## config.mk

```make
export PLATFORM = sky130hd
export DESIGN_NAME = sat_shift_unit
export DESIGN_NICKNAME = d
export VERILOG_FILES = /design/src/rtl/sat_shift_pkg.sv /design/src/rtl/sat_shift_shifter.sv /design/src/rtl/sat_shift_clamp.sv /design/src/rtl/sat_shift_flag.sv /design/src/rtl/sat_shift_unit.sv
export SDC_FILE = /design/constraint.sdc
export NUM_CORES = 1
export LEC_CHECK = 0
export CAP_MARGIN = 0
export CELL_PAD_IN_SITES_DETAIL_PLACEMENT = 1
export CELL_PAD_IN_SITES_GLOBAL_PLACEMENT = 1
export CORE_UTILIZATION = 43
export DETAILED_ROUTE_END_ITERATION = 8
export DONT_BUFFER_PORTS = 1
export PLACE_DENSITY = 0.84
export SLEW_MARGIN = 40
export SYNTH_ARGS = -nofsm -noshare
export SYNTH_HDL_FRONTEND = slang
export SYNTH_SLANG_ARGS = --single-unit
```

## constraint.sdc

```tcl
create_clock -name clk -period 8.24 [get_ports clk]
set_clock_uncertainty 0.15 [all_clocks]
set_input_delay 0.412 -clock clk [delete_from_list [all_inputs] [get_ports clk]]
set_output_delay 0.412 -clock clk [all_outputs]
set_load 0.02 [all_outputs]
```

## src/rtl/sat_shift_pkg.sv

```systemverilog
// Package: shared encodings for the shift-then-saturate unit.
// Assumes: the shift-kind input is a single bit, 0 = left, 1 = right.
package sat_shift_pkg;
    typedef enum logic {
        SHK_LEFT  = 1'b0,
        SHK_RIGHT = 1'b1
    } shift_kind_e;
endpackage

```

## src/rtl/sat_shift_shifter.sv

```systemverilog
// Module: barrel shifter stage.
// Does: logical left shift, or arithmetic right shift in which amount 0 means DATA_W.
// Assumes: DATA_W is a power of two and AMT_W = log2(DATA_W).
module sat_shift_shifter
    import sat_shift_pkg::*;
#(
    parameter int DATA_W = 32,
    parameter int AMT_W  = 5
) (
    input  logic [DATA_W-1:0] src_i,
    input  logic              kind_i,
    input  logic [AMT_W-1:0]  amt_i,
    output logic [DATA_W-1:0] shifted_o
);
    localparam int EXT_W = 2 * DATA_W;

    shift_kind_e             kind;
    logic [AMT_W:0]          right_amt;
    logic [EXT_W-1:0]        left_wide;
    logic signed [EXT_W-1:0] src_sext;
    logic signed [EXT_W-1:0] right_wide;

    // Purpose: form both shifts at double width, then keep the low word of the selected one.
    always_comb begin
        kind       = shift_kind_e'(kind_i);
        right_amt  = (amt_i == '0) ? (AMT_W+1)'(DATA_W) : {1'b0, amt_i};
        left_wide  = {{DATA_W{1'b0}}, src_i} << amt_i;
        src_sext   = {{DATA_W{src_i[DATA_W-1]}}, src_i};
        right_wide = src_sext >>> right_amt;
        shifted_o  = (kind == SHK_RIGHT) ? right_wide[DATA_W-1:0]
                                         : left_wide[DATA_W-1:0];
    end
endmodule

```

## src/rtl/sat_shift_clamp.sv

```systemverilog
// Module: signed clamp to a run-time width.
// Does: clamps a signed word to N = width_i + 1 bits and returns the value sign-extended.
// Assumes: width_i is at most DATA_W-1.
module sat_shift_clamp #(
    parameter int DATA_W = 32,
    parameter int AMT_W  = 5
) (
    input  logic [DATA_W-1:0] val_i,
    input  logic [AMT_W-1:0]  width_i,
    output logic [DATA_W-1:0] res_o,
    output logic              sat_o
);
    localparam int CW = DATA_W + 1;

    logic signed [CW-1:0] val_x;
    logic signed [CW-1:0] lim_hi;
    logic signed [CW-1:0] lim_lo;

    // Purpose: derive the bounds one bit wider than the data and compare signed.
    always_comb begin
        val_x  = {val_i[DATA_W-1], val_i};
        lim_hi = (CW'(1) << width_i) - CW'(1);
        lim_lo = -(CW'(1) << width_i);
        if (val_x > lim_hi) begin
            res_o = lim_hi[DATA_W-1:0];
            sat_o = 1'b1;
        end else if (val_x < lim_lo) begin
            res_o = lim_lo[DATA_W-1:0];
            sat_o = 1'b1;
        end else begin
            res_o = val_i;
            sat_o = 1'b0;
        end
    end
endmodule

```

## src/rtl/sat_shift_flag.sv

```systemverilog
// Module: sticky saturation flag.
// Does: sets on a strobed saturation and clears on request; set wins over clear.
// Assumes: synchronous active-low reset.
module sat_shift_flag (
    input  logic clk,
    input  logic rst_n,
    input  logic valid_i,
    input  logic sat_i,
    input  logic clr_i,
    output logic flag_o
);
    // Purpose: hold the flag, with priority reset, set, clear, hold.
    always_ff @(posedge clk) begin
        if (!rst_n) begin
            flag_o <= 1'b0;
        end else if (valid_i && sat_i) begin
            flag_o <= 1'b1;
        end else if (clr_i) begin
            flag_o <= 1'b0;
        end
    end
endmodule

```

## src/rtl/sat_shift_unit.sv

```systemverilog
// Module: shift-then-signed-saturate execution unit (top).
// Does: shifts the source, clamps it to a signed width chosen at run time, and keeps a sticky flag.
// Assumes: the result is used in the same cycle; only the flag is registered.
module sat_shift_unit #(
    parameter int DATA_W = 32
) (
    input  logic                       clk,
    input  logic                       rst_n,
    input  logic                       valid_i,
    input  logic                       clr_i,
    input  logic [DATA_W-1:0]          src_i,
    input  logic                       shift_asr_i,
    input  logic [$clog2(DATA_W)-1:0]  shamt_i,
    input  logic [$clog2(DATA_W)-1:0]  satw_i,
    output logic [DATA_W-1:0]          result_o,
    output logic                       sat_o,
    output logic                       sticky_o
);
    localparam int AMT_W = $clog2(DATA_W);

    logic [DATA_W-1:0] shifted;

    sat_shift_shifter #(.DATA_W(DATA_W), .AMT_W(AMT_W)) u_shift (
        .src_i     (src_i),
        .kind_i    (shift_asr_i),
        .amt_i     (shamt_i),
        .shifted_o (shifted)
    );

    sat_shift_clamp #(.DATA_W(DATA_W), .AMT_W(AMT_W)) u_clamp (
        .val_i   (shifted),
        .width_i (satw_i),
        .res_o   (result_o),
        .sat_o   (sat_o)
    );

    sat_shift_flag u_flag (
        .clk     (clk),
        .rst_n   (rst_n),
        .valid_i (valid_i),
        .sat_i   (sat_o),
        .clr_i   (clr_i),
        .flag_o  (sticky_o)
    );
endmodule

```

==> results.py <==
metrics = {
    "global_routing": {
        "grt_max_degree": 78,
        "grt.total_usage_pct": 31.7,
        "antenna_found_initial": 0,
        "grt_pass1_wl_um": 41200,
        "grt_overflow": 0,
        "grt_pass1_vias": 7396,
    },
    "detailed_routing": {
        "wl_per_cell_um": 25.0,
        "via_per_inst": 7.21,
        "ant_nets": 0,
        "via_count": 7690,
        "firstDrtPassIters": 5,
        "drc_errors": 0,
        "drt-initial-drc-count": 885,
        "routed_wl_um": 26700,
    },
    "floorplanning": {
        "die_w_um": 128,
        "dieArea_mm2": 0.0163,
        "initial_core_util_pct": 44.4,
        "pin_count": 81,
        "rows": 45,
        "coreArea_mm2": 0.0153,
        "die_h_um": 128,
    },
    "worst_setup_path": {
        "critPathTopFamily": "simple AND/OR/NAND/NOR gates",
        "path_cells": "or3_1 > nor2_1 > inv_1 > ha_1 > or2_2 > o32a_1 > o21a_1 > ha_1 > nand4_1 > nor4_1 > and4_1 > nand2_1 > mux2_1 > o211ai_2 > nand2_1 > a221oi_1",
        "slowest_delay_ns": 0.95,
        "path_buf_inv": 1,
        "startpoint_type": "primary input",
        "path_max_fanout": 24,
        "worstPathRequired_ns": 7.68,
        "crit_arrival_ns": 6.13,
        "rrSetupSlack_ns": 7.19,
        "endpoint_kind": "output pin",
        "crit_path_top_delay_cell": "a221oi_1",
        "worstSetupPathType": "primary input to output pin",
    },
    "place": {
        "globalplace.congestion": 0.995,
        "port_buffers": 0,
        "dp_hpwl_um": 21100,
        "place_area_mm2": 0.00677,
        "dp_cells": 1066,
    },
    "power_and_ir_drop": {
        "p_switching_w": 0.000407,
        "powerDensity_mw_per_mm2": 94.9,
        "comb_power_share_pct": 99.0,
        "peakVddDrop_uv": 41.9,
        "internal_power_w": 0.000237,
        "pwr-share-clk_pct": 0,
        "power_leakage_nw": 2.73,
        "swShare_pct": 63.2,
        "p_seq_share_pct": 1.0,
    },
    "yosys": {
        "synth-simple-area-share_pct": 21.9,
        "synth_compound_area_share_pct": 28.4,
        "synth_flop_cell": "dfxtp_1",
        "muxShareOfSynthArea_pct": 29.3,
        "synthAdderAreaFrac_pct": 12.3,
        "async_reset_ff_share_pct": 0,
        "synth-edff-count": 0,
        "synth_area_mm2": 0.00680,
        "ys_ff_latch": 1,
        "yosys_warnings": 0,
        "synthXorXnorAreaFrac_pct": 0.386,
        "synth_top_family_by_area": "multiplexers",
        "netlist_instances": 928,
        "ys_types": 74,
        "ys_seq_area_share_pct": 0.294,
        "syn_area_per_cell_um2": 7.33,
    },
    "clocking": {
        "clk_latency_ns": 0,
        "cts_resized": 0,
        "post_cts_buffers": 0,
        "hold_buffers": 0,
        "path_clk_slew_ns": 0,
    },
    "timing": {
        "min_period_over_period_pct": 81.2,
        "setup_violations": 0,
        "fin_crit_ns": 6.69,
        "rsz0062_at_grt": "false",
        "max_freq_mhz": 149,
        "fin_setup_tns_ns": 0,
        "worst_slew_pin_slew_ns": 0.912,
        "hold_viol": 0,
        "relSlewSlack_pct": 38.8,
        "drv_slew": 0,
    },
    "cells_and_area": {
        "fin_nets": 971,
        "top_register": "u_flag.flag_o",
        "final_cells": 1066,
        "area_growth_pct": -0.258,
        "reg_top3": "u_flag.flag_o (1)",
        "final_cell_area_mm2": 0.00678,
        "drive_above_1_share_pct": 12.2,
        "largest_register_ffs": 1,
        "diodes": 0,
        "fin_util_pct": 44.3,
        "n_fill_cell": 1984,
    },
    "outcome": {
        "outcome": "complete, no violations",
    },
    "run": {
        "max_cap_violations": 0,
    },
    "worst_hold_path": {
        "hold_path.class": "primary input to flop",
    },
}
==> logic make-up after synthesis <==
kind of cell | Yosys count
and+or+nand+nor | 320
AOI/OAI and AO/OA | 274
muxes | 141
buffers and inverters | 120
adders and majority gates | 67
xor gates and xnor gates | 3
other | 2
DFF | 1
==> layout by cell type, fill, tap and decap left out, types with 6 or more instances in the layout <==
cell type / count
nor2_1: 118
nand2_1: 85
o21ai_0: 69
ha_1: 67
mux2i_1: 66
a21oi_1: 53
mux4_2: 42
inv_1: 34
mux2_2: 30
nor3_1: 23
nand4_1: 15
o21a_1: 14
nor4_1: 14
a221o_1: 12
nor2b_1: 11
or2_2: 10
o211ai_1: 10
nand2b_1: 10
a211oi_1: 10
a21o_1: 9
nand3_1: 9
o22a_1: 8
o31a_1: 7
and2_1: 7
a31oi_1: 6
a22oi_1: 6
o211a_1: 6
o221a_1: 6
==> layer usage <==
| metal | routed length [um] | vias to the layer above | track usage [%] |
|---|---|---|---|
| met5 | 0 | - | 0 |
| met4 | 991 | 0 | 10.2 |
| met3 | 2430 | 73 | 5.05 |
| met2 | 12300 | 456 | 53.0 |
| met1 | 11000 | 3752 | 41.7 |
| li1 | - | 3409 | - |
==> synth_stat cells (5+ instances only) <==
master    number  area [um^2]
a211oi_1      10         75.1
a21o_1         9         67.6
a21oi_1       53          265
a221o_1       12          120
a221oi_1       5         43.8
a22oi_1        6         45.0
a31oi_1        6         37.5
and2_1         7         43.8
buf_1         10         37.5
buf_2          7         35.0
clkbuf_1      57          214
ha_1          67          838
inv_1         34          128
mux2_2        30          338
mux2i_1       66          661
mux4_2        42          946
nand2_1       85          319
nand2b_1      10         62.6
nand3_1        9         45.0
nand4_1       15         93.8
nor2_1       119          447
nor2b_1       11         68.8
nor3_1        23          115
nor4_1        14         87.6
o211a_1        6         60.1
o211ai_1      10         75.1
o21a_1        14          105
o21ai_0       71          355
o221a_1        6         67.6
o22a_1         8         70.1
o22ai_1        6         37.5
o31a_1         7         61.3
o31ai_1        5         37.5
o32a_1         5         50.1
or2_2         10         62.6
or3_1          5         31.3
==> per-stage QoR <==
stage | setup WS, ns | hold WS, ns | total power [W]
global route | 1.41 | 0.439 | 0.000680
floorplan | 2.61 | 0.398 | 0.000505
global placement | 1.84 | 0.410 | 0.000612
CTS | 1.64 | 0.419 | 0.000626
finish | 1.55 | 0.416 | 0.000644
detailed placement | 1.65 | 0.415 | 0.000623
==> area by class of cell <==
cell class | count | area (um^2) | share of cell area, %
multi-input cells | 809 | 6310 | 93.0
well taps | 211 | 264 | 3.89
inverters | 40 | 153 | 2.25
repair buffers | 5 | 37.5 | 0.553
flip-flops and latches | 1 | 20.0 | 0.295
==> power by group through the flow <==
stage          Combinational, W  Clock, W  Sequential [W]
4_1_cts                0.000619         0      0.00000655
3_5_place_dp           0.000616         0      0.00000653
3_3_place_gp           0.000605         0      0.00000654
5_1_grt                0.000673         0      0.00000661
2_1_floorplan          0.000499         0      0.00000648
6_report               0.000637         0      0.00000654
==> path summary, 6_finish.rpt <==
kind	start	end	depth (start not counted)
setup / recovery	satw_i[2]	result_o[0]	16
hold / removal	rst_n	u_flag.flag_o	2
setup reg to reg	u_flag.flag_o	u_flag.flag_o	3
hold reg to reg	u_flag.flag_o	u_flag.flag_o	3
Note: power is estimated with default switching activity, not from simulation.
